===== src/rtl/core_standby_pkg.sv =====
package core_standby_pkg;
  typedef enum logic [1:0] {
    ST_RUN   = 2'd0,
    ST_DRAIN = 2'd1,
    ST_STBY  = 2'd2,
    ST_WAKE  = 2'd3
  } sby_state_e;

  localparam int CauseW    = 5;
  localparam int CauseIrq  = 0;
  localparam int CauseAbt  = 1;
  localparam int CauseDbg  = 2;
  localparam int CauseMnt  = 3;
  localparam int CauseEvt  = 4;
endpackage


===== src/rtl/sby_event_latch.sv =====
module sby_event_latch (
  input  logic clk_i,
  input  logic rst_ni,
  input  logic sev_i,
  input  logic consume_i,
  output logic pend_o
);
  logic evt_q;

  always_ff @(posedge clk_i or negedge rst_ni) begin
    if (!rst_ni)        evt_q <= 1'b0;
    else if (consume_i) evt_q <= 1'b0;
    else if (sev_i)     evt_q <= 1'b1;
  end

  assign pend_o = evt_q | sev_i;

  assert_consume_clears_R8: assert property (@(posedge clk_i) disable iff (!rst_ni)
    consume_i |=> !evt_q);
endmodule


===== src/rtl/sby_cause_reg.sv =====
module sby_cause_reg #(
  parameter int W = 5
) (
  input  logic         clk_i,
  input  logic         rst_ni,
  input  logic         set_en_i,
  input  logic [W-1:0] set_i,
  input  logic [W-1:0] clr_i,
  output logic [W-1:0] cause_o
);
  logic [W-1:0] cause_q;

  // set wins over clear for the same bit
  always_ff @(posedge clk_i or negedge rst_ni) begin
    if (!rst_ni) cause_q <= '0;
    else         cause_q <= (cause_q & ~clr_i) | (set_en_i ? set_i : '0);
  end

  assign cause_o = cause_q;

  assert_cause_sets_only_on_exit_R11: assert property (@(posedge clk_i) disable iff (!rst_ni)
    !set_en_i |=> ((cause_q & ~$past(cause_q)) == '0));
endmodule


===== src/rtl/sby_fsm.sv =====
module sby_fsm
  import core_standby_pkg::*;
(
  input  logic              clk_i,
  input  logic              rst_ni,
  input  logic              wfi_req_i,
  input  logic              wfe_req_i,
  input  logic              irq_i,
  input  logic              abort_i,
  input  logic              dbg_req_i,
  input  logic              maint_req_i,
  input  logic              event_i,
  input  logic              mem_idle_i,
  output sby_state_e        state_o,
  output logic              consume_o,
  output logic              leave_o,
  output logic [CauseW-1:0] cause_o
);
  sby_state_e state_q, state_d;
  logic       wfe_mode_q, wfe_mode_d;
  logic       base_wake, wake_now;

  assign base_wake = irq_i | abort_i | dbg_req_i | maint_req_i;
  assign wake_now  = base_wake | (wfe_mode_q & event_i);

  always_comb begin
    state_d    = state_q;
    wfe_mode_d = wfe_mode_q;
    consume_o  = 1'b0;
    unique case (state_q)
      ST_RUN: begin
        if (wfi_req_i) begin
          if (!base_wake) begin
            state_d    = ST_DRAIN;
            wfe_mode_d = 1'b0;
          end
        end else if (wfe_req_i) begin
          if (event_i) consume_o = 1'b1;
          else if (!base_wake) begin
            state_d    = ST_DRAIN;
            wfe_mode_d = 1'b1;
          end
        end
      end
      ST_DRAIN: begin
        if (wake_now) begin
          state_d   = ST_RUN;
          consume_o = wfe_mode_q & event_i;
        end else if (mem_idle_i) begin
          state_d = ST_STBY;
        end
      end
      ST_STBY: begin
        if (wake_now) begin
          state_d   = ST_WAKE;
          consume_o = wfe_mode_q & event_i;
        end
      end
      ST_WAKE: state_d = ST_RUN;
      default: state_d = ST_RUN;
    endcase
  end

  always_ff @(posedge clk_i or negedge rst_ni) begin
    if (!rst_ni) begin
      state_q    <= ST_RUN;
      wfe_mode_q <= 1'b0;
    end else begin
      state_q    <= state_d;
      wfe_mode_q <= wfe_mode_d;
    end
  end

  assign state_o = state_q;
  assign leave_o = (state_q == ST_STBY) && wake_now;

  always_comb begin
    cause_o           = '0;
    cause_o[CauseIrq] = irq_i;
    cause_o[CauseAbt] = abort_i;
    cause_o[CauseDbg] = dbg_req_i;
    cause_o[CauseMnt] = maint_req_i;
    cause_o[CauseEvt] = wfe_mode_q & event_i;
  end

  assert_pending_blocks_entry_R6: assert property (@(posedge clk_i) disable iff (!rst_ni)
    (state_q == ST_RUN && (wfi_req_i || wfe_req_i) && base_wake) |=> state_q == ST_RUN);
  assert_irq_ends_standby_R1: assert property (@(posedge clk_i) disable iff (!rst_ni)
    (state_q == ST_STBY && irq_i) |=> state_q == ST_WAKE);
  assert_drain_waits_idle_R10: assert property (@(posedge clk_i) disable iff (!rst_ni)
    (state_q == ST_DRAIN && !mem_idle_i) |=> state_q != ST_STBY);
  assert_wake_one_cycle_R12: assert property (@(posedge clk_i) disable iff (!rst_ni)
    (state_q == ST_WAKE) |=> state_q == ST_RUN);
endmodule


===== src/rtl/core_standby_ctrl.sv =====
module core_standby_ctrl
  import core_standby_pkg::*;
(
  input  logic              clk_i,
  input  logic              rst_ni,
  input  logic              wfi_req_i,
  input  logic              wfe_req_i,
  input  logic              irq_i,
  input  logic              abort_i,
  input  logic              dbg_req_i,
  input  logic              maint_req_i,
  input  logic              snoop_req_i,
  input  logic              sev_i,
  input  logic              mem_idle_i,
  input  logic [CauseW-1:0] cause_clr_i,
  output logic              clk_en_o,
  output logic              standby_o,
  output logic [CauseW-1:0] wake_cause_o
);
  sby_state_e        state;
  logic              evt_pend, consume, leave;
  logic [CauseW-1:0] cause_set;

  sby_event_latch u_evt (
    .clk_i     (clk_i),
    .rst_ni    (rst_ni),
    .sev_i     (sev_i),
    .consume_i (consume),
    .pend_o    (evt_pend)
  );

  sby_fsm u_fsm (
    .clk_i       (clk_i),
    .rst_ni      (rst_ni),
    .wfi_req_i   (wfi_req_i),
    .wfe_req_i   (wfe_req_i),
    .irq_i       (irq_i),
    .abort_i     (abort_i),
    .dbg_req_i   (dbg_req_i),
    .maint_req_i (maint_req_i),
    .event_i     (evt_pend),
    .mem_idle_i  (mem_idle_i),
    .state_o     (state),
    .consume_o   (consume),
    .leave_o     (leave),
    .cause_o     (cause_set)
  );

  sby_cause_reg #(.W(CauseW)) u_cause (
    .clk_i    (clk_i),
    .rst_ni   (rst_ni),
    .set_en_i (leave),
    .set_i    (cause_set),
    .clr_i    (cause_clr_i),
    .cause_o  (wake_cause_o)
  );

  assign standby_o = (state == ST_STBY);
  // snoop re-opens the clock without leaving standby
  assign clk_en_o  = !standby_o || snoop_req_i;

  assert_gate_only_in_standby_R12: assert property (@(posedge clk_i) disable iff (!rst_ni)
    !clk_en_o |-> standby_o);
endmodule


===== config.mk =====
export PLATFORM = sky130hd
export DESIGN_NAME = core_standby_ctrl
export DESIGN_NICKNAME = d
export VERILOG_FILES = /design/src/rtl/core_standby_pkg.sv /design/src/rtl/sby_event_latch.sv /design/src/rtl/sby_cause_reg.sv /design/src/rtl/sby_fsm.sv /design/src/rtl/core_standby_ctrl.sv
export SDC_FILE = /design/constraint.sdc
export NUM_CORES = 1
export LEC_CHECK = 0
export BUFFER_PORTS_ARGS = -buffer_cell sky130_fd_sc_hd__buf_4
export CAP_MARGIN = 20
export CORE_UTILIZATION = 40
export DETAILED_ROUTE_END_ITERATION = 12
export HOLD_SLACK_MARGIN = 0.02
export PLACE_DENSITY = 0.79
export RECOVER_POWER = 25
export SYNTH_ARGS = -nofsm -noshare
export SYNTH_HDL_FRONTEND = slang
export SYNTH_SLANG_ARGS = --single-unit

===== constraint.sdc =====
create_clock -name clk_i -period 3.2 [get_ports clk_i]
set_input_delay 0 -clock clk_i [delete_from_list [all_inputs] [get_ports clk_i]]
set_output_delay 0 -clock clk_i [all_outputs]
set_load 0.02 [all_outputs]

* Word level (Yosys, flattened, before mapping) *
Index checks and enable logic that the tools add are counted.

word-level totals
  register bits = 9
  input port bits = 16
  output and inout port bits = 7

operators by class
  equal/unequal tests = 8
  muxes and demuxes = 21
  bitwise gates (word level) = 10
  reductions and logical operators = 9

operator list
  cell                                                                      count
  2-bit 2-to-1 mux                                                          7
  1-bit 2-to-1 mux                                                          11
  2-bit case mux with 4 select lines                                        1
  4-bit AND reduction                                                       2
  3-bit inequality test (second input constant)                             2
  5-bit AND                                                                 1
  5-bit 2-to-1 mux                                                          1
  5-bit inverter                                                            1
  1-bit OR                                                                  5
  5-bit OR                                                                  1
  2-bit == test (second input constant)                                     2
  2-bit nonzero test                                                        2
  3-bit by 2-bit inequality test with 1-bit output (second input constant)  1
  2-bit by 1-bit == test with 1-bit output (second input constant)          1
  2-bit zero test                                                           1
  2-bit by 1-bit inequality test with 1-bit output (second input constant)  1
  2-bit inequality test (second input constant)                             1
  1-bit case mux with 2 select lines                                        1
  2-bit OR reduction                                                        1
  1-bit AND                                                                 1
  1-bit logical AND                                                         1
  1-bit zero test                                                           1
  1-bit logical OR                                                          1
  1-bit inverter                                                            1

* Depth between registers and ports, before layout *
Gate-level depths: netlist (run 1).

  word-level depth = 8
  depth in mapped cells = 6
  mapped depth without buffers = 6

* Cells and area by module *
A second synthesis (run 1) with hierarchy kept.

second synthesis, totals
  cells, all modules = 60
  area total of the unflattened synthesis = 575.6 um^2

by module, submodules not included
  module             instances  cells an instance  area each (um^2)  seq. area each (um^2)
  sby_fsm            1          35                 310.3             75.1
  sby_cause_reg      1          20                 206.4             125.1
  sby_event_latch    1          3                  41.3              25.0
  core_standby_ctrl  1          2                  17.5              0.0

* Least setup slack after synthesis (run 1) *
No wires, ideal clock.

  path type = reg-to-reg
  start point = register u_fsm.state_q[0], in the netlist u_fsm.state_o[0]
  end point = register u_fsm.state_q[0], in the netlist u_fsm.state_o[0]
  library setup time = 79 ps
  arrival time = 1,707 ps
  data required time = 3,121 ps
  slack = 1,414 ps
  cell stages (with the launch flop) = 7
  path buffers = 1
  period minus slack after synthesis = 1,786 ps
  cell sequence = dfrtp_1 -> inv_1 -> ha_1 -> buf_6 -> or4_4 -> nand3_1 -> mux2i_1

RTL lines
  what                                                               RTL line                 source
  start, declared                                                    sby_fsm.sv:19            sby_state_e state_q, state_d;
  start signal, assigned                                             sby_fsm.sv:69            state_q <= state_d;
  2-bit == test (*)                                                  n/a
  named net standby_o                                                core_standby_ctrl.sv:17  output logic standby_o,
  2-bit by 1-bit inequality test with 1-bit output (no source line)  n/a
  4-bit AND reduction (no source line)                               n/a

Mark *: on every way through the listed nets, which the timed path passes. The rest lies on a longest branch. The select of a mux whose other input is x is not followed.
A chain may end at the register's enable or synchronous reset.

* Final worst setup path (run 1) *
  start point = register u_fsm.state_q[0], in the netlist u_fsm.state_o[0]
  end point = register u_fsm.state_q[0], in the netlist u_fsm.state_o[0]

between the ends
  cells in the longest elaborated chain, start to end = 5

RTL lines
  what                                RTL line       source
  2-bit 2-to-1 mux (4 in a row)       n/a
  2-bit case mux with 4 select lines  sby_fsm.sv:30  unique case (state_q)

Several ways; a longest one is shown, not always the timed one. The select of a mux whose other input is x is not followed.

==> qor.csv, run 1 <==
metric,value,unit
synth_cell_type_count,21,
htree_levels,1,
yosysTopAreaCell,dfrtp_1,
post_drt_via_cell_ratio,4.971,
grt_max_degree,11,
coreArea,0.001156,mm2
yosys.area_share.adder,11.93,%
ys_seq_area_share,42.96,%
setup_violations,0,
grt_pass1_wl,2090,um
slew_viol_final,0,
cts_tree,built,
ys_ff_latch,9,
postLayoutCoreUtil,72.51,%
drt-total-wl,1242,um
min-delay-path-class,input port to flop,
r2r_start,u_fsm.state_o[0]$_DFFE_PN0P_,
syn_nets,73,
syn_area_per_cell,10.08,um2
area_delta_synth_final,59.90,%
ir_worst_vdd,0.3651,mV
slew_headroom,67.25,%
endpoint,u_fsm.state_o[0]$_DFFE_PN0P_,
synth_edf_count,0,
status,finished clean,
r2r_end,u_fsm.state_o[0]$_DFFE_PN0P_,
ys_async_sr_fraction,100.0,%
setup_tns,0,ps
detailedPlace.worstSlack,1403,ps
synth_compound_area_share,13.60,%
cp-start-kind,flop,
via_count,512,
startpoint,u_fsm.state_o[0]$_DFFE_PN0P_,
cts-root-buf,clkbuf_4,
clk_pin_slew_worst_paths,60,ps
clock_sinks,9,
cts_resized,0,
numCtsBuffers,3,
synth_area,524.3,um2
cp_data_required_time,3390,ps
yosys-mux-area-fraction,3.819,%
clk_latency,270,ps
path_max_fanout,10,
overflow,0,
clockBufferDepth,2,
cpPeakStageDelay,570,ps
grt_pass1_vias,538,
synthSimpleGateAreaFrac,19.81,%
fin_skew,5.023,ps
power-per-cell-area,519.5,mW/mm2
synth_commonest_cells,"9 x dfrtp_1, 8 x inv_1, 5 x ha_1",
die_area,0.001459,mm2
portBuffers,22,
grt_use_total,21.91,%
synthCells,52,
rsz0062_at_grt,no,
post-route-period-util,56.53,%
place_congestion,0.8091,
routedWlPerCell,12.06,um
r2r_setup_slack,1390,ps
synth_top_area_share,42.96,%
cp_cell_sequence,inv_1 > ha_1 > or4_4 > nand3_1 > mux2i_1,
antenna_found_initial,0,
crit_type,flop to flop,
fill_cells,84,
fmax,552.8,MHz
cp_slowest_cell,or4_4,
synth_top_family_by_area,simple AND/OR/NAND/NOR gates,
hpwl,856.8,um
synth.most_common_cell,dfrtp_1,
first_iter_violations,4,
synth_top_cells_by_area,"dfrtp_1 43%, ha_1 12%, inv_1 5.7%, nor4_4 4.1%, mux2i_1 3.8%",
die-width,38.20,um
drc,0,
synth-xor-area-share,0,%
num_rows,12,
maxCapViolations,0,
first_pass_iters,4,
period_needed,1809,ps
worstPathArrival,2000,ps
layout_setup_ws,1391,ps
drive_gt1_share,31.46,%
r2r_cells,5,
pin_count,23,
start_util,45.35,%
die_h,38.20,um
ys.flop_type,dfrtp_1,
hold_viol_final,0,
tightest_slew,491.2,ps
final_nets,111,
ys_warn_count,0,
end_kind,flop,
ant_nets,0,
antenna_cells,0,
leakagePower,0.4091,nW
## through the flow
stage	total power, mW	hold slack [ps]	area [um2]	cells
finish	0.4355	62.42	838.3	103
global route	0.4653	95.17	838.3	103
CTS	0.4342	57.01	842.1	103
detailed placement	0.3287	-169.6	695.7	87
global placement	0.3271	-168.3	695.7	87
floorplan	0.2773	-295.6	524.3	52
## worst min-delay path by stage
stage | start | end | slack [ps] | depth (start not counted)
after global placement | rst_ni | u_fsm.wfe_mode_q$_DFFE_PN0P_ | -170 | 1
after global routing | abort_i | flop | 100 | 4
final | wfe_req_i | u_evt.evt_q$_DFFE_PN0P_ | 60 | 4
after CTS | wfe_req_i | u_evt.evt_q$_DFFE_PN0P_ | 60 | 4
after floorplan | rst_ni | async pin | -300 | 0
after detailed placement | rst_ni | u_cause.cause_o[4]$_DFF_PN0_ | -170 | 1
## worst max-delay path: cells and delay by family, from the launching register on
family / cells / cell delay [ps]
buffers and inverters: 1 / 120
multiplexers: 1 / 190
adder cells (fa/ha/maj): 1 / 330
flip-flops: 1 / 410
AND/OR/NAND/NOR: 2 / 690
## what timing repair did
| item | in CTS | in global routing |
|---|---|---|
| hold buffers | 12 | 0 |
| setup buffers | 0 | 0 |
| hold endpoints to repair | 16 | 0 |
## metal layers
layer / GRT usage, % / wire (um) / vias up
met1: 22.76 / 504 / 230
met4: 13.39 / 36 / 0
met3: 7.558 / 92 / 6
li1: - / - / 251
met5: 0 / 0 / -
met2: 37.29 / 608 / 25
## placed cells by master (no fill, tap or decap)
| cell | n |
|---|---|
| a22oi_1 | 1 |
| inv_1 | 8 |
| nor2_1 | 4 |
| o21ai_0 | 4 |
| nand2_1 | 4 |
| dlygate4sd3_1 | 12 |
| nor2b_1 | 2 |
| clkbuf_4 | 3 |
| nand3_1 | 2 |
| or4_4 | 1 |
| dfrtp_1 | 9 |
| nand4_2 | 1 |
| o211ai_1 | 1 |
| nor4_4 | 1 |
| nand2b_1 | 1 |
| o22ai_1 | 1 |
| buf_4 | 21 |
| a31oi_1 | 1 |
| mux2i_1 | 2 |
| clkbuf_1 | 2 |
| o21ai_1 | 1 |
| a21bo_2 | 1 |
| a41oi_1 | 1 |
| ha_1 | 5 |
## kinds of logic (layout without fill, tap and decap cells)
kind of cell,after synthesis,after routing
AND/OR/NAND/NOR,16,16
multiplexers,2,2
buffers and inverters,9,46
adder cells (fa/ha/maj),5,5
flip-flops,9,9
AO/OA/AOI/OAI,11,11
## area by class of cell
cell class                 instances  area, um2  area share [%]
clock buffer                       4      26.28           3.134
inverter                           8      30.03           3.582
tap                               14      17.52           2.090
timing repair buffer              34      281.5           33.58
multi-input combinational         34      257.7           30.75
sequential                         9      225.2           26.87
## where the power goes
part	switching [mW]	internal (mW)	leakage (nW)
Combinational	0.0906	0.0987	0.275
Sequential	0.0192	0.137	0.119
Clock	0.0420	0.0482	0.0150
(Power assumes the default switching activity.)
==> run 2: changes to the inputs <==
CORE_UTILIZATION = 39   (was 40)
PLACE_DENSITY = 0.81   (was 0.79)
clock period = 1.5 ns   (was 3.2 ns; I/O delays follow)
==> qor.csv, run 2 (synthesis gave the netlist of run 1 again) <==
metric,value,unit,change
status,"complete, but fails checks",,
failed_checks,setup timing,,
drc,0,,unchanged
dp.cells,93,,+6.9%
post_drt_via_cell_ratio,5.564,,+12%
tightest_slew,522.7,ps,+31.42 ps
hpwl,961.3,um,+12%
worstPathArrival,1710,ps,-290 ps
cp_data_required_time,1640,ps,-1750 ps
antenna_found_initial,0,,unchanged
grt_pass1_wl,2118,um,+1.3%
overflow,0,,unchanged
final_nets,118,,+6.3%
combPwrFrac,51.0,%,+7.5 points
rsz0062_at_grt,yes,,
final_cells,110,,+6.8%
r2r_cells,6,,+1
via_count,612,,+20%
end_kind,flop,,
path_max_fanout,3,,-7
ir_worst_vdd,1.047,mV,+190%
start_util,44.76,%,-0.58 points
fmax,637.4,MHz,+15%
power-per-cell-area,1132,mW/mm2,+120%
first_iter_violations,8,,+4
slew_headroom,65.16,%,-2.1 points
cts-root-buf,clkbuf_4,,
grt_pass1_vias,548,,+1.9%
min-delay-path-class,input port to flop,,
grt_use_total,21.32,%,-0.59 points
clk_pin_slew_worst_paths,60,ps,about the same
cts_tree,built,,
maxCapViolations,0,,unchanged
pin_count,23,,unchanged
most-common-layout-cells,"26 x buf_4, 12 x dlygate4sd3_1, 9 x dfrtp_1, 6 x inv_1",,
hold_viol_final,0,,unchanged
hold_depth,4,,unchanged
area_delta_synth_final,78.04,%,
portBuffers,22,,unchanged
numCtsBuffers,3,,unchanged
power,1.057,mW,+140%
layout_setup_ws,-68.95,ps,-1460 ps
first_pass_iters,5,,+1
drive_gt1_share,43.75,%,+12 points
coreArea,0.001171,mm2,+1.3%
r2r_setup_slack,-70,ps,-1460 ps
crit_type,flop to flop,,
die_area,0.001495,mm2,+2.4%
power_frac_seq,31.7,%,-4.1 points
intPower,0.6794,mW,+140%
clock_sinks,9,,unchanged
clockBufferDepth,2,,unchanged
leakagePower,0.4471,nW,+9.3%
fin_skew,9.996,ps,+4.973 ps
slew_viol_final,0,,unchanged
ant_nets,0,,unchanged
post-route-period-util,104.6,%,+48 points
p_sw,0.3773,mW,+150%
mostFrequentLayoutCell,buf_4,,
die-width,38.67,um,+1.2%
die_h,38.67,um,+1.2%
drt-total-wl,1835,um,+48%
hp-start,wfe_req_i,,
clk_latency,260,ps,about the same
routedWlPerCell,16.68,um,+38%
place_congestion,0.7938,,-1.9%
cp-start-kind,flop,,
period_needed,1569,ps,-240.1 ps
antenna_cells,0,,unchanged
hold_path_end,u_evt.evt_q$_DFFE_PN0P_,,
detailedPlace.worstSlack,-49.81,ps,-1453 ps
setup_violations,2,,+2
grt_max_degree,10,,-1
clockPowerShare,17.3,%,-3.4 points
num_rows,12,,unchanged
swShare,35.70,%,+0.86 points
htree_levels,1,,unchanged
[run 2: changes by cell type in the layout (fill, tap and decap cells not counted), moves of 2 or more]
cell,change
buf_4,+5
inv_1,-2
buf_6,+2
ha_1,-2
inv_2,+2
[run 2: stage by stage]
step / utilization (%) / setup TNS [ps] / area (um2) / hold WS [ps]
2_1_floorplan: - / -183.5 / 541.8 / -295.6
3_3_place_gp: 64.74 / -33.43 / 758.2 / -169.6
3_5_place_dp: 64.74 / -83.89 / 758.2 / -171.4
4_1_cts: 78.42 / -67.99 / 918.4 / 63.89
5_1_grt: 79.70 / -213.3 / 933.4 / 112.9
6_report: 79.70 / -110.4 / 933.4 / 75.43
[run 2: cell type report]
cell class,count,area (um2)
inverter,8,30.03
sequential,9,225.2
fill,66,237.7
clock buffer,4,26.28
tap,14,17.52
multi-input combinational,34,292.8
timing repair buffer,41,341.6
[run 2: critical path, stage by stage, from the launching register on]
cell and delay (ps):
dfrtp_1 410, buf_6 130, ha_4 150, buf_4 140
o211ai_1 330, nand4_2 150, mux2i_1 140
[run 2: how the worst max path moves through the flow]
stage / from / to / slack [ps] / depth (start not counted)
after global placement: flop / u_fsm.state_o[0]$_DFFE_PN0P_ / -20 / 5
after floorplan: u_fsm.state_o[0]$_DFFE_PN0P_ / flop / -90 / 6
after CTS: u_fsm.state_o[0]$_DFFE_PN0P_ / flop / -40 / 4
after global routing: dbg_req_i / flop / -110 / 6
after detailed placement: u_fsm.state_o[0]$_DFFE_PN0P_ / u_fsm.state_o[0]$_DFFE_PN0P_ / -50 / 4
final: flop / flop / -70 / 6
[run 2: metal layers]
| metal | up-vias | track usage [%] | wire, um |
|---|---|---|---|
| met5 | - | 0 | 0 |
| met1 | 279 | 19.23 | 719 |
| met3 | 15 | 9.827 | 152 |
| li1 | 267 | - | - |
| met4 | 0 | 3.448 | 65 |
| met2 | 51 | 42.50 | 897 |
[run 2: power by group through the flow]
stage          clock [mW]  sequential [mW]  combinational [mW]
2_1_floorplan           0            0.348               0.266
3_3_place_gp            0            0.331               0.440
3_5_place_dp            0            0.334               0.456
4_1_cts             0.182            0.332               0.490
5_1_grt             0.196            0.342               0.576
6_report            0.183            0.335               0.539
[run 2: repair_timing]
action                                 4_1_cts  5_1_grt
resized for setup                            3        4
setup endpoints to repair                    2        3
endpoints found under the hold margin       16        0
hold buffers                                12        0
setup buffers                                1        0
